**config.mk**
```make
export PLATFORM = sky130hd
export DESIGN_NAME = irq_hold_ctrl
export DESIGN_NICKNAME = d
export VERILOG_FILES = /design/src/rtl/irqh_pkg.sv /design/src/rtl/irqh_pin_watch.sv /design/src/rtl/irqh_prio_enc.sv /design/src/rtl/irq_hold_ctrl.sv
export SDC_FILE = /design/constraint.sdc
export NUM_CORES = 1
export LEC_CHECK = 0
export ABC_AREA = 0
export BUFFER_PORTS_ARGS = -buffer_cell sky130_fd_sc_hd__buf_2
export CORE_UTILIZATION = 35
export DETAILED_ROUTE_END_ITERATION = 10
export GPL_TIMING_DRIVEN = 0
export PLACE_DENSITY_LB_ADDON = 0.1
export SYNTH_ARGS = -nofsm -noshare
export SYNTH_HDL_FRONTEND = slang
export SYNTH_SLANG_ARGS = --single-unit
```
**constraint.sdc**
```tcl
create_clock -name clk -period 1.8 [get_ports clk]
set_input_delay 0.09 -clock clk [delete_from_list [all_inputs] [get_ports clk]]
set_output_delay 0.09 -clock clk [all_outputs]
set_load 0.01 [all_outputs]
```
**src/rtl/irqh_pkg.sv**
```systemverilog
package irqh_pkg;
    localparam int EVW  = 8;
    localparam int NPIN = 4;

    localparam int B_DIV0 = 0;
    localparam int B_TMR0 = 1;
    localparam int B_PORT = 2;
    localparam int B_DIV1 = 4;
    localparam int B_TMR1 = 7;

    localparam logic [EVW-1:0] SRC_MASK =
        (EVW'(1) << B_DIV0) | (EVW'(1) << B_TMR0) | (EVW'(1) << B_PORT) |
        (EVW'(1) << B_DIV1) | (EVW'(1) << B_TMR1);

    typedef struct packed {
        logic [EVW-1:0]  evf;
        logic [EVW-1:0]  ien;
        logic [EVW-1:0]  hen;
        logic [EVW-1:0]  hcf;
        logic [NPIN-1:0] pen;
        logic            gate;
        logic            hold;
    } ctl_state_t;
endpackage

```
**src/rtl/irqh_pin_watch.sv**
```systemverilog
module irqh_pin_watch #(
    parameter int NPIN = 4
) (
    input  logic            clk,
    input  logic            rst_n,
    input  logic [NPIN-1:0] pins_i,
    input  logic [NPIN-1:0] pen_i,
    output logic            chg_o
);
    logic [NPIN-1:0] prev_d, prev_q;

    always_comb begin
        prev_d = pins_i;
        chg_o  = |((pins_i ^ prev_q) & pen_i);
    end

    always_ff @(posedge clk or negedge rst_n) begin
        if (!rst_n) prev_q <= '0;
        else        prev_q <= prev_d;
    end
endmodule

```
**src/rtl/irqh_prio_enc.sv**
```systemverilog
module irqh_prio_enc #(
    parameter int EVW      = 8,
    parameter int VECW     = 11,
    parameter int VEC_STEP = 4
) (
    input  logic [EVW-1:0]  req_i,
    output logic            any_o,
    output logic [EVW-1:0]  win_o,
    output logic [VECW-1:0] vec_o
);
    logic [EVW-1:0] seen;

    assign seen[0] = 1'b0;
    for (genvar g = 1; g < EVW; g++) begin : g_seen
        assign seen[g] = seen[g-1] | req_i[g-1];
    end

    assign win_o = req_i & ~seen;
    assign any_o = |req_i;

    always_comb begin
        vec_o = '0;
        for (int i = 0; i < EVW; i++) begin
            if (win_o[i]) vec_o = VECW'((i + 1) * VEC_STEP);
        end
    end
endmodule

```
**src/rtl/irq_hold_ctrl.sv**
```systemverilog
module irq_hold_ctrl
    import irqh_pkg::*;
#(
    parameter int VECW     = 11,
    parameter int VEC_STEP = 4
) (
    input  logic            clk,
    input  logic            rst_n,
    input  logic            div0_ovf_i,
    input  logic            tmr0_unf_i,
    input  logic            div1_ovf_i,
    input  logic            tmr1_unf_i,
    input  logic [NPIN-1:0] port_pins_i,
    input  logic            ien_we_i,
    input  logic [EVW-1:0]  ien_wdata_i,
    input  logic            hen_we_i,
    input  logic [EVW-1:0]  hen_wdata_i,
    input  logic            pen_we_i,
    input  logic [NPIN-1:0] pen_wdata_i,
    input  logic            evf_clr_we_i,
    input  logic [EVW-1:0]  evf_clr_mask_i,
    input  logic            ack_i,
    input  logic            int_en_cmd_i,
    input  logic            int_dis_cmd_i,
    input  logic            hold_req_i,
    output logic            irq_o,
    output logic [VECW-1:0] vec_o,
    output logic            hold_o,
    output logic            hold_wake_o,
    output logic [EVW-1:0]  evf_o,
    output logic [EVW-1:0]  hcf_o
);
    ctl_state_t s_q, s_d;

    logic           port_chg;
    logic [EVW-1:0] pend;
    logic [EVW-1:0] win;
    logic [VECW-1:0] enc_vec;
    logic           pend_any;

    irqh_pin_watch #(.NPIN(NPIN)) u_pins (
        .clk    (clk),
        .rst_n  (rst_n),
        .pins_i (port_pins_i),
        .pen_i  (s_q.pen),
        .chg_o  (port_chg)
    );

    // Port source needs at least one pin enabled to request.
    always_comb begin
        pend = s_q.evf & s_q.ien;
        if (s_q.pen == '0) pend[B_PORT] = 1'b0;
    end

    irqh_prio_enc #(.EVW(EVW), .VECW(VECW), .VEC_STEP(VEC_STEP)) u_prio (
        .req_i (pend),
        .any_o (pend_any),
        .win_o (win),
        .vec_o (enc_vec)
    );

    logic           ack_take;
    logic [EVW-1:0] ev_set;
    logic [EVW-1:0] ev_clr;

    always_comb begin
        irq_o       = s_q.gate & pend_any;
        vec_o       = irq_o ? enc_vec : '0;
        ack_take    = ack_i & irq_o;
        hold_wake_o = s_q.hold & ((|s_q.hcf) | irq_o);

        ev_set         = '0;
        ev_set[B_DIV0] = div0_ovf_i;
        ev_set[B_TMR0] = tmr0_unf_i;
        ev_set[B_PORT] = port_chg;
        ev_set[B_DIV1] = div1_ovf_i;
        ev_set[B_TMR1] = tmr1_unf_i;

        ev_clr = '0;
        if (evf_clr_we_i) ev_clr = ev_clr | evf_clr_mask_i;
        if (ack_take)     ev_clr = ev_clr | win;

        s_d     = s_q;
        s_d.evf = ((s_q.evf & ~ev_clr) | ev_set) & SRC_MASK;

        if (ien_we_i) s_d.ien = ien_wdata_i & SRC_MASK;
        if (hen_we_i) s_d.hen = hen_wdata_i & SRC_MASK;
        if (pen_we_i) s_d.pen = pen_wdata_i;

        if (ack_take || int_dis_cmd_i)     s_d.gate = 1'b0;
        else if (int_en_cmd_i || ien_we_i) s_d.gate = 1'b1;

        s_d.hcf = s_d.evf & s_d.hen;

        if (hold_wake_o)                       s_d.hold = 1'b0;
        else if (hold_req_i && !(|s_q.hcf))    s_d.hold = 1'b1;
    end

    always_ff @(posedge clk or negedge rst_n) begin
        if (!rst_n) s_q <= '0;
        else        s_q <= s_d;
    end

    assign hold_o = s_q.hold;
    assign evf_o  = s_q.evf;
    assign hcf_o  = s_q.hcf;
endmodule

```
==> flow_summary.ini, run 1 <==
[sta]
slew_viol_final = 0
period_minus_slack_ns = 1.79
skew_ns = 0.00297
maxSlewHeadroom = 0.558
finalSetupTns_ns = 0
hold_violations = 0
setup_viol = 0
rsz0062_at_grt = true
finalCritPeriodShare = 0.993
worst_pin_slew_ns = 0.663
max_clock_freq_ghz = 0.559

[drt]
drc = 0
drtIter0Drc = 16
firstDrtPassIters = 4
drt-wirelength-per-cell_microns = 12.0
ant_nets = 0
wl_mm = 3.12
num_vias = 1157
via_per_inst = 4.47

[power]
p_leak_uw = 0.00101
power_density_nw_per_um2 = 816
vdd_ir_drop_max_mv = 0.532

[die]
initial_core_util = 0.363
core_sq_um = 4000
rows = 23
die_x_microns = 66.5
fp.dieH_microns = 66.5
dieArea_sq_um = 4420
ios = 76

[grt]
met3_usage = 0.0445
grt-ovfl-total = 0
grt_pass1_wl_mm = 4.89
grt_use_met1 = 0.209
antenna_found_initial = 0
grt_max_degree = 31
gr-usage-all-layers = 0.151
grt-busiest-layer = met2
use_met2 = 0.219
grt_pass1_vias = 1084

[synthesis]
yosysWarnings = 0
syn_area_per_cell_sq_um = 11.4
synthCells = 127
synth_top_area_cell = dfrtp_1
ys_seq_area_frac = 0.516
netlist_area_sq_um = 1450
ys_ff_latch = 30
ys_types = 34
synth.top_cell.area_share = 0.516
synth_area_leaders = dfrtp_1, buf_4, mux2_2

[placement]
dp_hpwl_mm = 2.33
gp_congestion = 0.797
placed_area_sq_um = 1820
portBuffers = 52

[layout]
diodes = 0
final_common_cell = buf_2
area.growth.synth_to_final_pct = 38.6
drive_above_1_share = 0.512
layout_common_cells = buf_2, dfrtp_1, buf_4
utilization = 0.504
fin_area_sq_um = 2020
nFillCells = 379
nets = 255

[clocking]
cts_buffers = 5
cts_root_buffer = clkbuf_8
clock_sinks = 30
cts_buffer_depth = 2
cts_tree = yes
htreeDepth = 2
path_clk_slew_ns = 0.06
insertion_delay_ns = 0.27

[critical_path]
crit_path_max_fanout = 2
crit_type = reg2out
startpoint = s_q[4]
crit_required_ns = 1.71
rr_startpoint = s_q[4]
end_kind = output port
cp_data_arrival_time_ns = 1.70
start_kind = flop

[hold_path]
min_path_type = in2reg
min_from = tmr1_unf_i

[job]
cap_violations = 0

[status]
status = finished clean
## worst paths after layout
| kind | slack [ns] | cells after the start | end |
|---|---|---|---|
| setup / recovery | 0.01 | 5 | hold_wake_o |
| hold / removal | 0.02 | 2 | evf_o[7] |
| setup reg to reg | 0.11 | 5 | evf_o[7] |
| hold reg to reg | 0.49 | 1 | s_q[16] |
| max in group asynchronous | 0.99 | 2 | s_q[3] |
| min in group asynchronous | 0.38 | 2 | evf_o[4] |
## state kept, by name, indices dropped and copies added, names as in the netlist
signal,count
s_q,15
hold_o,1
hcf_o,5
u_pins.prev_q,4
evf_o,5
## per-layer routing
layer / up-vias / share of wire
met4: 0 / 0.014
met5: - / 0
met2: 50 / 0.45
met3: 5 / 0.067
met1: 530 / 0.46
li1: 572 / -
## cell families after synthesis
group	synth area share
simple gates	0.127
other cells	0.00258
flops	0.516
compound gates	0.105
mux	0.101
xor+xnor	0.0241
buf+inv	0.124
## Yosys cell counts
library cell,n
o311a_1,1
nor4_4,1
dfrtp_1,30
a22o_1,1
nor2_1,4
nand2b_1,1
o31a_1,1
or2_1,1
or4_1,1
conb_1,1
inv_1,1
mux2_2,13
nor3_1,4
a31o_2,1
o41ai_1,1
nor4b_1,1
o21a_1,1
a21boi_0,3
nand2_1,12
nand3_1,2
o32a_1,1
xor2_1,4
clkbuf_1,1
nor3b_1,1
a21oi_1,2
o21ai_2,1
o21ai_0,3
and3_1,1
a22oi_1,3
and2_1,3
buf_4,23
o2111a_1,1
nor2b_1,1
nand4_1,1
## critical path: stages, from the launching register on
cell and delay [ns]:
dfrtp_1 0.41, nor4_4 0.33, o2111a_1 0.25, nor2b_2 0.07
o31a_1 0.24, buf_2 0.14
## cell type report
cell class / instances / area (sq um) / share of cell area
clock buffer: 5 / 68.8 / 0.0341
multi-input combinational: 84 / 586 / 0.291
sequential: 30 / 751 / 0.372
timing repair buffer: 63 / 358 / 0.178
inverter: 1 / 3.75 / 0.00186
tap: 50 / 62.6 / 0.0310
buffer: 24 / 176 / 0.0875
clock inverter: 2 / 10.0 / 0.00497
## metrics by stage
stage          hold WS, ns  total power (uW)  setup slack [ns]  instances
5_1_grt             0.0283              1740           -0.0761        259
3_5_place_dp         0.163              1130            0.0854        241
2_1_floorplan       -0.206               999             0.297        139
4_1_cts             0.0142              1660           -0.0227        258
3_3_place_gp         0.147              1120             0.101        241
6_report            0.0225              1650            0.0118        259
## repair_timing
item                                    CTS  global route
pin swaps                                 3             2
endpoints found under the setup margin    1             4
resized for setup                         2             3
gates cloned                              0             0
hold buffers                              6             0
setup buffers                             4             1
hold endpoints to repair                 35             0
## report_power, final
group	leakage, uW	switching [uW]	internal [uW]	total (uW)
logic	0.000616	162	198	359
clock network	0.0000438	238	259	497
registers	0.000348	51.9	737	789
total	0.00101	452	1190	1650
Note: power is estimated with default switching activity, not from simulation.
==> run 2: changes to the inputs <==
--- a/config.mk
+++ b/config.mk
@@ -7,7 +7,7 @@
 export LEC_CHECK = 0
 export ABC_AREA = 0
 export BUFFER_PORTS_ARGS = -buffer_cell sky130_fd_sc_hd__buf_2
-export CORE_UTILIZATION = 35
+export CORE_UTILIZATION = 44
 export DETAILED_ROUTE_END_ITERATION = 10
 export GPL_TIMING_DRIVEN = 0
 export PLACE_DENSITY_LB_ADDON = 0.1
==> run 2 against run 1 <==
  * The flow now finishes with violations (setup timing)
  * Core utilization grew 19 points
  * Register-to-register slack got worse by 0.03 ns
  * Global-route usage up 5.4 points
  * Clock power is 18% lower
==> flow_summary.ini, run 2 (synthesized netlist as in run 1, its figures left out) <==
[die]
fp.dieH_microns = 59.5
dieArea_sq_um = 3540
initial_core_util = 0.469
core_sq_um = 3100
ios = 76
die_x_microns = 59.5
rows = 20

[power]
p_total_uw = 1600
p_leak_uw = 0.00106
vdd_ir_drop_max_mv = 0.480
power_density_nw_per_um2 = 745

[layout]
largest_register_ffs = 15
final_common_cell = buf_2
nFillCells = 251
diodes = 0
fin_area_sq_um = 2150
nets = 269
drive_above_1_share = 0.504
regArea_sq_um = 751
area.growth.synth_to_final_pct = 47.8
top_register = s_q
multi_input_area_sq_um = 604
layout_common_cells = buf_2, buf_4, dfrtp_1

[critical_path]
start_kind = flop
slowest_delay_ns = 0.41
cp_slowest_cell = dfrtp_1
cp_data_arrival_time_ns = 1.77
crit_chain = nor4_4 > o2111a_1 > nor2b_2 > o31a_1 > buf_2
crit_required_ns = 1.71
crit_type = reg2out
end_kind = output port
crit_path_max_fanout = 2

[drt]
wl_mm = 3.29
drtIter0Drc = 21
ant_nets = 0
firstDrtPassIters = 4
via_per_inst = 4.67
num_vias = 1251
drc = 0
drt-wirelength-per-cell_microns = 12.3

[sta]
setup_viol = 1
finalCritPeriodShare = 1.03
skew_ns = 0.0102
maxSlewHeadroom = 0.567
period_minus_slack_ns = 1.86
finalSetupTns_ns = -0.0552
final.setup.worst_slack_ns = -0.0552
worst_pin_slew_ns = 0.650
rsz0062_at_grt = true
slew_viol_final = 0
hold_violations = 0
max_clock_freq_ghz = 0.539

[placement]
dp_hpwl_mm = 2.40
placed_area_sq_um = 1810
dp_slack_ns = 0.0803
gp_congestion = 0.754
portBuffers = 52

[clocking]
clock_sinks = 30
cts_buffers = 5
cts_root_buffer = clkbuf_4
htreeDepth = 2
cts_tree = yes
path_clk_slew_ns = 0.09
cts_buffer_depth = 2
insertion_delay_ns = 0.32

[hold_path]
min_path_type = in2reg

[grt]
gr-usage-all-layers = 0.205
antenna_found_initial = 0
grt-ovfl-total = 0
grt_max_degree = 31
grt_pass1_wl_mm = 5.04
grt_pass1_vias = 1143

[status]
status = complete, but fails checks
violations = setup timing

[job]
cap_violations = 0
-- run 2: cell count changes in the layout (fill, tap and decap cells not counted), sizes merged --
| cell | change |
|---|---|
| dlygate4sd3 | +12 |
| clkbuf | +2 |
| buf | +2 |
| clkinv | -1 |
-- run 2: final timing paths --
kind,from,endpoint,slack (ns),cells after the start
worst max-delay path,s_q[2],hold_wake_o,-0.06,5
worst min-delay path,hen_wdata_i[0],s_q[14],0.02,2
worst max register to register,s_q[2],evf_o[7],0.08,5
worst min register to register,s_q[16],s_q[16],0.50,1
max in group asynchronous,rst_n,s_q[26],1.04,2
min in group asynchronous,rst_n,s_q[15],0.32,2
-- run 2: report_power, final --
group / total, uW / leakage (uW) / switching, uW / internal [uW]
logic: 404 / 0.000678 / 175 / 229
registers: 788 / 0.000348 / 51.8 / 736
clock network: 410 / 0.0000353 / 221 / 189
total: 1600 / 0.00106 / 448 / 1150
-- run 2: worst max-delay path, delay by kind of cell, from the launching register on --
| kind | cells | cell delay [ns] |
|---|---|---|
| flops | 1 | 0.41 |
| buf+inv | 1 | 0.14 |
| compound gates | 2 | 0.49 |
| simple gates | 2 | 0.40 |
-- run 2: per-stage QoR --
step | hold slack [ns] | util | instances
final | 0.0209 | 0.693 | 268
after global routing | 0.00641 | 0.693 | 268
after CTS | 0.00328 | 0.674 | 265
after detailed placement | 0.157 | 0.585 | 235
after global placement | 0.148 | 0.585 | 235
after floorplan | -0.206 | - | 139
-- run 2: cell type report --
class,count,share of cell area
buffer,24,0.0821
clock buffer,7,0.0256
clock inverter,1,0.00233
inverter,1,0.00175
multi-input combinational,84,0.281
sequential,30,0.349
tap,44,0.0256
timing repair buffer,77,0.232
-- run 2: repair_timing --
action                                 4_1_cts  5_1_grt
setup endpoints to repair                    2        7
gates cloned                                 0        0
endpoints found under the hold margin       48        0
hold buffers                                18        0
setup buffers                                4        4
pin swaps                                    2        5
gates resized for setup                      2       10
-- run 2: layer usage --
metal | wire [microns] | vias up | global-route usage
li1 | - | 602 | -
met3 | 182 | 4 | 0.0459
met2 | 1770 | 55 | 0.353
met5 | 0 | - | 0
met4 | 46 | 0 | 0.136
met1 | 1290 | 590 | 0.225
